<file path="src/rtl/rxr_pkg.sv">
// Package for the receive descriptor ring writer.
// It holds the controller states, the descriptor bit positions and the
// function that assembles a status word. It assumes 32-bit descriptor words.
package rxr_pkg;

    localparam int OWN_BIT   = 0;
    localparam int WRAP_BIT  = 1;
    localparam int LEN_W     = 12;
    localparam int FIRST_BIT = 14;
    localparam int LAST_BIT  = 15;
    localparam int TYPE_BIT  = 22;
    localparam int BCAST_BIT = 31;
    localparam int HIT1_BIT  = 26;  // address match 1; match k sits at 27-k

    typedef enum logic [2:0] {
        ST_IDLE,
        ST_FETCH,
        ST_FILL,
        ST_WDATA,
        ST_WSTAT,
        ST_WOWN,
        ST_DROP
    } rxr_state_t;

    // Build the status word for one buffer; length and match flags only in the last one
    function automatic logic [31:0] rxr_status(
        input logic             first,
        input logic             last,
        input logic [LEN_W-1:0] len,
        input logic             bcast,
        input logic [3:0]       hit,
        input logic             type_hit
    );
        logic [31:0] s;
        s = '0;
        s[FIRST_BIT] = first;
        if (last) begin
            s[LAST_BIT]      = 1'b1;
            s[LEN_W-1:0]     = len;
            s[BCAST_BIT]     = bcast;
            s[TYPE_BIT]      = type_hit;
            for (int k = 0; k < 4; k++) begin
                s[HIT1_BIT-k] = hit[k];
            end
        end
        return s;
    endfunction

endpackage

</file>
<file path="src/rtl/rxr_desc_ptr.sv">
// Descriptor pointer for the receive ring.
// It holds the address and index of the current descriptor. On advance it
// steps by one descriptor (8 bytes), or returns to the base when the wrap
// flag was set or the last ring slot was used. Load returns it to the base.
// It assumes that load and advance are never raised together.
module rxr_desc_ptr #(
    parameter int AW         = 32,
    parameter int RING_DESCS = 32,
    localparam int IDX_W     = $clog2(RING_DESCS)
) (
    input  logic          clk,
    input  logic          rst_n,
    input  logic [AW-1:0] base,
    input  logic          load,
    input  logic          advance,
    input  logic          wrap_flag,
    output logic [AW-1:0] ptr,
    output logic [IDX_W-1:0] idx
);

    logic at_end;
    assign at_end = (idx == IDX_W'(RING_DESCS - 1));

    // Pointer register: reset/load to base, wrap or step on advance
    always_ff @(posedge clk) begin
        if (!rst_n || load) begin
            ptr <= base;
            idx <= '0;
        end else if (advance) begin
            if (wrap_flag || at_end) begin
                ptr <= base;
                idx <= '0;
            end else begin
                ptr <= ptr + AW'(8);
                idx <= idx + 1'b1;
            end
        end
    end

endmodule

</file>
<file path="src/rtl/rxr_word_pack.sv">
// Little-endian byte-to-word packer.
// Each pushed byte goes into the next lane of a 32-bit word. Clear empties
// the word to zero, so lanes that are not filled read as zero padding.
// It assumes that clear and push are never raised together.
module rxr_word_pack (
    input  logic        clk,
    input  logic        rst_n,
    input  logic        clear,
    input  logic        push,
    input  logic [7:0]  din,
    output logic [31:0] word,
    output logic [1:0]  lane
);

    // Word assembly: place the byte in its lane, or clear the word
    always_ff @(posedge clk) begin
        if (!rst_n || clear) begin
            word <= '0;
            lane <= '0;
        end else if (push) begin
            word[lane*8 +: 8] <= din;
            lane              <= lane + 2'd1;
        end
    end

endmodule

</file>
<file path="src/rtl/rx_ring_writer.sv">
// Receive descriptor ring writer (top).
// It fetches a descriptor, fills its buffer with packed stream bytes, then
// writes the status word and sets ownership. It spreads long frames over
// consecutive buffers and drops the rest of a frame when it meets an owned
// descriptor. It assumes that mem_ack comes only while mem_req is high and
// that read data is valid with that mem_ack.
module rx_ring_writer #(
    parameter int AW         = 32,
    parameter int BUF_BYTES  = 128,
    parameter int RING_DESCS = 32
) (
    input  logic          clk,
    input  logic          rst_n,
    input  logic          cfg_enable,
    input  logic [AW-1:0] cfg_ring_base,
    input  logic          in_valid,
    output logic          in_ready,
    input  logic [7:0]    in_data,
    input  logic          in_last,
    input  logic          in_bcast,
    input  logic [3:0]    in_addr_hit,
    input  logic          in_type_hit,
    output logic          mem_req,
    output logic          mem_we,
    output logic [AW-1:0] mem_addr,
    output logic [31:0]   mem_wdata,
    input  logic          mem_ack,
    input  logic [31:0]   mem_rdata,
    output logic          nobuf_pulse
);
    import rxr_pkg::*;

    localparam int BUF_WORDS = BUF_BYTES / 4;
    localparam int WOFF_W    = $clog2(BUF_WORDS);
    localparam int IDX_W     = $clog2(RING_DESCS);

    rxr_state_t        state;
    logic [AW-1:0]     ptr;
    logic [IDX_W-1:0]  idx;
    logic [AW-1:0]     buf_base;
    logic [31:0]       desc_w0;
    logic [WOFF_W-1:0] woff;
    logic [LEN_W-1:0]  frame_len;
    logic              first_buf;
    logic              last_seen;
    logic              fl_bcast;
    logic [3:0]        fl_hit;
    logic              fl_type;
    logic [31:0]       pack_word;
    logic [1:0]        pack_lane;
    logic              byte_take;
    logic              ptr_load;
    logic              ptr_adv;
    logic              pack_clear;
    logic              buf_full;
    logic [31:0]       status_word;

    assign byte_take  = in_valid && in_ready;
    assign ptr_load   = (state == ST_IDLE) && !cfg_enable;
    assign ptr_adv    = (state == ST_WOWN) && mem_ack;
    assign pack_clear = (state == ST_WDATA) && mem_ack;
    assign buf_full   = (woff == WOFF_W'(BUF_WORDS - 1));

    rxr_desc_ptr #(
        .AW         (AW),
        .RING_DESCS (RING_DESCS)
    ) u_ptr (
        .clk       (clk),
        .rst_n     (rst_n),
        .base      (cfg_ring_base),
        .load      (ptr_load),
        .advance   (ptr_adv),
        .wrap_flag (desc_w0[WRAP_BIT]),
        .ptr       (ptr),
        .idx       (idx)
    );

    rxr_word_pack u_pack (
        .clk   (clk),
        .rst_n (rst_n),
        .clear (pack_clear),
        .push  (byte_take && (state == ST_FILL)),
        .din   (in_data),
        .word  (pack_word),
        .lane  (pack_lane)
    );

    // Status for the buffer being closed
    assign status_word = rxr_status(first_buf, last_seen, frame_len,
                                    fl_bcast, fl_hit, fl_type);

    // Stream acceptance: only while filling or discarding, never during an access
    assign in_ready = (state == ST_FILL) || (state == ST_DROP);

    // Memory port: request, direction, address and data per state
    always_comb begin
        mem_req   = 1'b0;
        mem_we    = 1'b0;
        mem_addr  = ptr;
        mem_wdata = '0;
        case (state)
            ST_FETCH: begin
                mem_req = 1'b1;
            end
            ST_WDATA: begin
                mem_req   = 1'b1;
                mem_we    = 1'b1;
                mem_addr  = buf_base + {{(AW-WOFF_W-2){1'b0}}, woff, 2'b00};
                mem_wdata = pack_word;
            end
            ST_WSTAT: begin
                mem_req   = 1'b1;
                mem_we    = 1'b1;
                mem_addr  = ptr + AW'(4);
                mem_wdata = status_word;
            end
            ST_WOWN: begin
                mem_req   = 1'b1;
                mem_we    = 1'b1;
                mem_wdata = desc_w0 | 32'h1;
            end
            default: ;
        endcase
    end

    // Controller: fetch, fill, write back, advance or drop
    always_ff @(posedge clk) begin
        if (!rst_n) begin
            state       <= ST_IDLE;
            buf_base    <= '0;
            desc_w0     <= '0;
            woff        <= '0;
            frame_len   <= '0;
            first_buf   <= 1'b1;
            last_seen   <= 1'b0;
            fl_bcast    <= 1'b0;
            fl_hit      <= '0;
            fl_type     <= 1'b0;
            nobuf_pulse <= 1'b0;
        end else begin
            nobuf_pulse <= 1'b0;
            case (state)
                ST_IDLE: begin
                    first_buf <= 1'b1;
                    last_seen <= 1'b0;
                    frame_len <= '0;
                    if (cfg_enable && in_valid) begin
                        state <= ST_FETCH;
                    end
                end
                ST_FETCH: begin
                    if (mem_ack) begin
                        if (mem_rdata[OWN_BIT]) begin
                            nobuf_pulse <= 1'b1;
                            state       <= ST_DROP;
                        end else begin
                            desc_w0  <= mem_rdata;
                            buf_base <= {mem_rdata[AW-1:2], 2'b00};
                            woff     <= '0;
                            state    <= ST_FILL;
                        end
                    end
                end
                ST_FILL: begin
                    if (byte_take) begin
                        frame_len <= frame_len + 1'b1;
                        if (in_last) begin
                            last_seen <= 1'b1;
                            fl_bcast  <= in_bcast;
                            fl_hit    <= in_addr_hit;
                            fl_type   <= in_type_hit;
                        end
                        if (in_last || (pack_lane == 2'd3)) begin
                            state <= ST_WDATA;
                        end
                    end
                end
                ST_WDATA: begin
                    if (mem_ack) begin
                        woff <= woff + 1'b1;
                        if (last_seen || buf_full) begin
                            state <= ST_WSTAT;
                        end else begin
                            state <= ST_FILL;
                        end
                    end
                end
                ST_WSTAT: begin
                    if (mem_ack) begin
                        state <= ST_WOWN;
                    end
                end
                ST_WOWN: begin
                    if (mem_ack) begin
                        first_buf <= 1'b0;
                        state     <= last_seen ? ST_IDLE : ST_FETCH;
                    end
                end
                ST_DROP: begin
                    if (byte_take && in_last) begin
                        state <= ST_IDLE;
                    end
                end
                default: state <= ST_IDLE;
            endcase
        end
    end

endmodule

</file>
<file path="config.mk">
export PLATFORM = sky130hd
export DESIGN_NAME = rx_ring_writer
export DESIGN_NICKNAME = d
export VERILOG_FILES = /design/src/rtl/rxr_pkg.sv /design/src/rtl/rxr_desc_ptr.sv /design/src/rtl/rxr_word_pack.sv /design/src/rtl/rx_ring_writer.sv
export SDC_FILE = /design/constraint.sdc
export NUM_CORES = 1
export LEC_CHECK = 0
export CORE_UTILIZATION = 45
export CTS_CLUSTER_DIAMETER = 150
export CTS_CLUSTER_SIZE = 30
export DETAILED_ROUTE_END_ITERATION = 10
export DONT_BUFFER_PORTS = 1
export PLACE_DENSITY = 0.58
export RECOVER_POWER = 25
export SYNTH_ARGS = -nofsm -noshare
export SYNTH_HDL_FRONTEND = slang
export SYNTH_HIERARCHICAL = 1
export SYNTH_SLANG_ARGS = --single-unit
</file>
<file path="constraint.sdc">
create_clock -name clk -period 2.6 [get_ports clk]
set_input_delay 0.39 -clock clk [delete_from_list [all_inputs] [get_ports clk]]
set_output_delay 0.39 -clock clk [all_outputs]
set_load 0.01 [all_outputs]
</file>
# After elaboration in Yosys (flattened, before gate mapping)

Cells that the tools add are included.

$add $sub $neg: 8
Eq/ne operators: 19
Shift-type cells: 2
Muxes and demuxes: 37
Bitwise logic cells: 1
Reductions and logical operators: 30

Operators with widths:

| operator                                               | count |
|---|---|
| two-way mux 32 bit                                     | 3 |
| one-hot mux 32 bit (3 select lines)                    | 1 |
| one-hot mux 32 bit (2 select lines)                    | 1 |
| negator 5 -> 34 bit                                    | 1 |
| variable shift 8 x 34 -> 32 bit (first input constant) | 1 |
| indexed part select 8 x 34 -> 32 bit                   | 1 |
| adder 32 x 3 -> 32 bit (second input constant)         | 1 |
| adder 32 x 4 -> 32 bit (second input constant)         | 1 |
| adder 32 x 7 -> 32 bit                                 | 1 |
| bitwise mux 32 bit                                     | 1 |
| two-way mux 3 bit                                      | 10 |
| two-way mux 5 bit                                      | 5 |
| two-way mux 12 bit                                     | 2 |
| one-hot mux 12 bit (2 select lines)                    | 1 |
| one-hot mux 3 bit (7 select lines)                     | 1 |
| != test 2 bit (second input constant)                  | 7 |
| adder 12 x 1 -> 12 bit (second input constant)         | 1 |
| AND reduction 3 bit                                    | 4 |
| adder 5 x 1 -> 5 bit (second input constant)           | 2 |
| equality test 5 bit (second input constant)            | 2 |
| one-hot mux 5 bit (2 select lines)                     | 1 |
| equality test 3 bit (second input constant)            | 3 |
| two-way mux 1 bit                                      | 9 |
| AND reduction 8 bit                                    | 1 |
| 16 further kinds                                       | 36 |

Flip-flop bits (word level): 161
Input port bits: 84
Output and inout bits: 68
Logic and storage cells: 112

# Logic depth before layout (Yosys ltp)

Depth in word-level cells: 6
Gate-level depth with buffers: 10
Depth with buffers taken out: 8

# Modules after synthesis

The synthesis kept the hierarchy.

By module, submodules not included:

| module         | instances | cells each | area each (µm²) | seq. area each (µm²) |
|---|---|---|---|---|
| rx_ring_writer | 1         | 639        | 4742.0          | 1201.2 |
| rxr_desc_ptr   | 1         | 218        | 2120.8          | 1061.0 |
| rxr_word_pack  | 1         | 148        | 1363.8          | 680.7 |

# Least setup slack after synthesis

Ideal clock, no wire load.

Kind: register -> register
Start: register state[2]
End: register u_ptr.ptr[25] (data pin)
Setup time: 135 ps
Data arrival time: 2486 ps
Data required time: 2465 ps
Setup slack: -21 ps
Cell stages (with the launch flop): 10
Buffers on the path: 3
Period minus slack after synthesis: 2621 ps
Path through: dfxtp_1 -> clkbuf_1 -> inv_1 -> buf_2 -> nand2_1 -> nor3_1 -> or4b_2 -> clkbuf_1 -> or4_1 -> nand3_1

Cells in the longest elaborated chain, start to end: 4

Ends and longest elaborated chain:

| element                | RTL line              | source |
|---|---|---|
| from (decl)            | rx_ring_writer.sv:37  | `rxr_state_t state;` |
| from (signal assigned) | rx_ring_writer.sv:196 | `state <= last_seen ? ST_IDLE : ST_FETCH;` |
| zero test 3 bit        | rx_ring_writer.sv:59  | `assign ptr_load = (state == ST_IDLE) && !cfg_enable;` |
| logical AND 1 bit      | rx_ring_writer.sv:59  |  |
| named net ptr_load     | rx_ring_writer.sv:52  | `logic ptr_load;` |
| logical OR 1 bit       | rxr_desc_ptr.sv:26    | `if (!rst_n \|\| load) begin` |
| two-way mux 32 bit     | rxr_desc_ptr.sv:26    |  |
| to (signal assigned)   | rxr_desc_ptr.sv:27    | `ptr <= base;` |
| to (signal assigned)   | rxr_desc_ptr.sv:31    | `ptr <= base;` |
| to (signal assigned)   | rxr_desc_ptr.sv:34    | `ptr <= ptr + AW'(8);` |
| to (decl)              | rxr_desc_ptr.sv:17    | `output logic [AW-1:0] ptr,` |

The timed path passes the listed nets, and every way through them passes these cells.
A chain may end at the register's enable or synchronous reset.

==> impl_metrics.json <==
{
  "outcome": "finished with violations",
  "violations": "setup timing",
  "fin_area_mm2": 0.0102,
  "synth-edff-count": 32,
  "worstSetupStartpointType": "flop",
  "grt_max_degree": 55,
  "ant_nets": 0,
  "hpwl_um": 18000,
  "worst_setup_path_end_kind": "primary output",
  "antenna_found_initial": 0,
  "p_leak_uw": 0.00385,
  "dpl_worst_slack_ns": -0.00105,
  "r2r_start": "state[1]$_SDFFE_PN0P_",
  "synth.distinct_cells": 76,
  "synth.avg_cell_area_um2": 8.19,
  "die-width_um": 137,
  "synthMuxAreaShare_pct": 3.35,
  "first_iter_violations": 507,
  "syn_to_final_growth_pct": 24.5,
  "clkSinkCount": 131,
  "cts_max_level": 4,
  "synth_top_flop_cell": "dfxtp_1",
  "path_max_fanout": 5,
  "cts_hold_buf": 0,
  "synth-compound-area-share_pct": 19.3,
  "layout.nets": 1191,
  "place_congestion": 0.830,
  "max_stage_delay_ns": 0.40,
  "seqPwrFrac_pct": 39.8,
  "gr-usage-all-layers_pct": 26.7,
  "finalSetupViolCount": 26,
  "placed_area_mm2": 0.00898,
  "die_area_mm2": 0.0188,
  "fin_crit_ns": 2.90,
  "cts_tree": "built",
  "vdd_drop_max_uv": 473,
  "synth_adder_area_share_pct": 2.83,
  "wl_per_cell_um": 19.3,
  "path_cells": "ha_4 -> inv_2 -> fa_2 -> nor2b_2 -> o31a_1 -> buf_6 -> buf_12 -> o2111ai_2 -> xnor2_1 -> a221o_1",
  "vias": 7855,
  "slowest_stage": "a221o_1",
  "hold_viol_final": 0,
  "ys_async_sr_fraction_pct": 0,
  "hold_end": "nobuf_pulse$_SDFF_PN0_",
  "synth-seq-cells": 131,
  "initial_utilization_pct": 45.8,
  "clk-insertion-delay-late_ns": 0.42,
  "cts_root_buffer": "clkbuf_16",
  "power_frac_comb_pct": 21.6,
  "intPower_uw": 4120,
  "maxCapViolations": 0,
  "drc": 0,
  "pin_count": 152,
  "maxSlewHeadroom_pct": 49.7,
  "swShare_pct": 31.3,
  "gr-total-overflow": 0,
  "clkSlewWorstSetupHoldPaths_ns": 0.06,
  "crit_type": "flop to primary output",
  "clockBufferDepth": 2,
  "port_buffers": 0,
  "worstPathRequired_ns": 2.21,
  "p_clk_share_pct": 38.7,
  "rsz0062_at_grt": "yes",
  "reg2reg_slack_ns": 0.14,
  "cts-buffers-inserted": 17,
  "seq_area_frac_synth_pct": 35.8,
  "grt_first_pass_wirelength_um": 38300,
  "rows": 49,
  "power.density_mw_per_mm2": 586,
  "max_freq_ghz": 0.345,
  "drv_slew": 0,
  "synth_top_family_by_area": "simple AND/OR/NAND/NOR gates",
  "syn_nets": 1107,
  "grt_pass1_vias": 7011,
  "worst_pin_slew_ns": 0.755,
  "skew_ns": 0.00885,
  "hp-class": "primary input to flop",
  "worst_slack_ns": -0.299,
  "synth_area_mm2": 0.00823,
  "first_pass_iters": 5,
  "syn-instance-count": 1005,
  "synth_xor_area_share_pct": 5.11,
  "min_from": "mem_rdata[0]",
  "coreArea_mm2": 0.0180,
  "routed_wl_um": 25700,
  "r2r-end": "u_ptr/ptr[18]$_DFFE_PP_",
  "holdPathStages": 2,
  "p_switching_uw": 1880,
  "synthSimpleGateAreaFrac_pct": 29.3,
  "yosysWarnings": 6,
  "antenna_cells": 0,
  "period_share_pct": 112,
  "drive_above_1_share_pct": 23.0,
  "die_y_um": 137,
  "cp_data_arrival_time_ns": 2.51,
  "viasPerCell": 5.90,
  "rr_worst_depth": 10
}
## Yosys cell counts, types with 9 or more instances
master	instances	share of area [%]
nand2_1	199	9.1
dfxtp_1	99	24
o21ai_0	48	2.9
nor2_1	47	2.1
clkbuf_1	45	2.1
nand3_1	44	2.7
a21oi_1	40	2.4
nand4_1	37	2.8
a21boi_0	32	2.9
edfxtp_1	32	12
xnor2_1	27	2.9
inv_1	24	1.1
a22oi_1	21	1.9
xor2_1	21	2.2
ha_1	17	2.6
and3_1	16	1.2
nor2b_1	16	1.2
nor3_1	16	0.97
mux2i_1	14	1.7
a31oi_1	13	0.99
o211ai_1	13	1.2
a22o_1	12	1.3
mux2_2	12	1.6
or3_1	11	0.84
a32o_1	10	1.2
and2_1	9	0.68
or4_1	9	0.82
## worst max-delay path: cells and delay by family, from the launching register on
family | cells | cell delay (ns)
adders and majority gates | 2 | 0.49
and+or+nand+nor | 1 | 0.15
DFF | 1 | 0.36
xor gates and xnor gates | 1 | 0.16
AOI/OAI and AO/OA | 3 | 0.65
buffers and inverters | 3 | 0.27
## stage by stage
step / setup TNS (ns) / total power [uW] / std cells / hold WS [ns] / util [%]
finish: -4.80 / 6000 / 1331 / 0.0764 / 57.0
global route: -8.17 / 6260 / 1331 / 0.0720 / 57.0
CTS: -5.02 / 5950 / 1308 / 0.0581 / 55.3
detailed placement: -0.00162 / 3580 / 1263 / 0.444 / 50.0
global placement: 0 / 3560 / 1263 / 0.441 / 50.0
floorplan: 0 / 3130 / 1005 / 0.425 / -
## how the worst max path moves through the flow
stage,startpoint,to
2_1_floorplan,woff[0]$_SDFFE_PN0P_,mem_addr[28]
3_3_place_gp,desc_w0[2]$_SDFFE_PN0P_,mem_addr[8]
3_5_place_dp,desc_w0[2]$_SDFFE_PN0P_,mem_addr[10]
4_1_cts,desc_w0[2]$_SDFFE_PN0P_,mem_addr[14]
5_1_grt,desc_w0[2]$_SDFFE_PN0P_,mem_addr[14]
6_report,desc_w0[2]$_SDFFE_PN0P_,mem_addr[14]
## flip-flops by register name, indices dropped and copies added (netlist names), 2 cells and up
signal / count
u_pack/word: 32
u_ptr/ptr: 32
desc_w0: 31
frame_len: 12
u_ptr/idx: 5
woff: 5
fl_hit: 4
state: 3
u_pack/lane: 2
## power by group through the flow
stage | registers, uW | clock network, uW | logic (uW)
after floorplan | 2450 | 0 | 680
after global placement | 2430 | 0 | 1130
after detailed placement | 2430 | 0 | 1150
after CTS | 2390 | 2360 | 1200
after global routing | 2400 | 2450 | 1410
final | 2380 | 2320 | 1290
## what timing repair did
item | 4_1_cts | 5_1_grt
pin swaps | 30 | 29
resized for setup | 70 | 32
cloned | 1 | 1
setup endpoints to repair | 27 | 68
setup buffers | 12 | 22
## cell type report
| type | instances | area (um^2) |
|---|---|---|
| clock buffers | 18 | 429 |
| clock inverters | 14 | 126 |
| fillers | 1665 | 7720 |
| inverters | 24 | 90.1 |
| multi-input cells | 788 | 5310 |
| flip-flops and latches | 131 | 2960 |
| well taps | 229 | 287 |
| repair buffers | 127 | 1040 |
## cells in the final DEF, fill, tap and decap left out, types with 11 or more instances in the layout
master	Yosys	routed
nand2_1	199	199
nor2_1	47	46
mux2i_1	14	14
nand4_1	37	37
mux2_2	12	11
a21boi_0	32	32
o211ai_1	13	13
edfxtp_1	32	32
xnor2_1	27	23
clkbuf_16	0	18
a21oi_1	40	39
nand3_1	44	40
a31oi_1	13	13
and3_1	16	16
a22oi_1	21	21
o21ai_0	48	34
dfxtp_1	99	90
xor2_1	21	21
buf_4	2	111
nor2b_1	16	15
ha_1	17	12
a22o_1	12	12
inv_1	24	23
## layer usage
| metal | wire [um] | part of all wire (%) | global-route usage [%] |
|---|---|---|---|
| met1 | 11400 | 44 | 36.2 |
| met2 | 11900 | 46 | 41.7 |
| met3 | 1910 | 7.4 | 6.11 |
| met4 | 441 | 1.7 | 8.36 |
| met5 | 0 | 0 | 0 |
## cells by family after synthesis
logic type / Yosys count
xor gates and xnor gates: 48
adders and majority gates: 18
DFF: 131
buffers and inverters: 86
muxes: 26
AOI/OAI and AO/OA: 232
and+or+nand+nor: 464
Note: power is estimated with default switching activity, not from simulation.
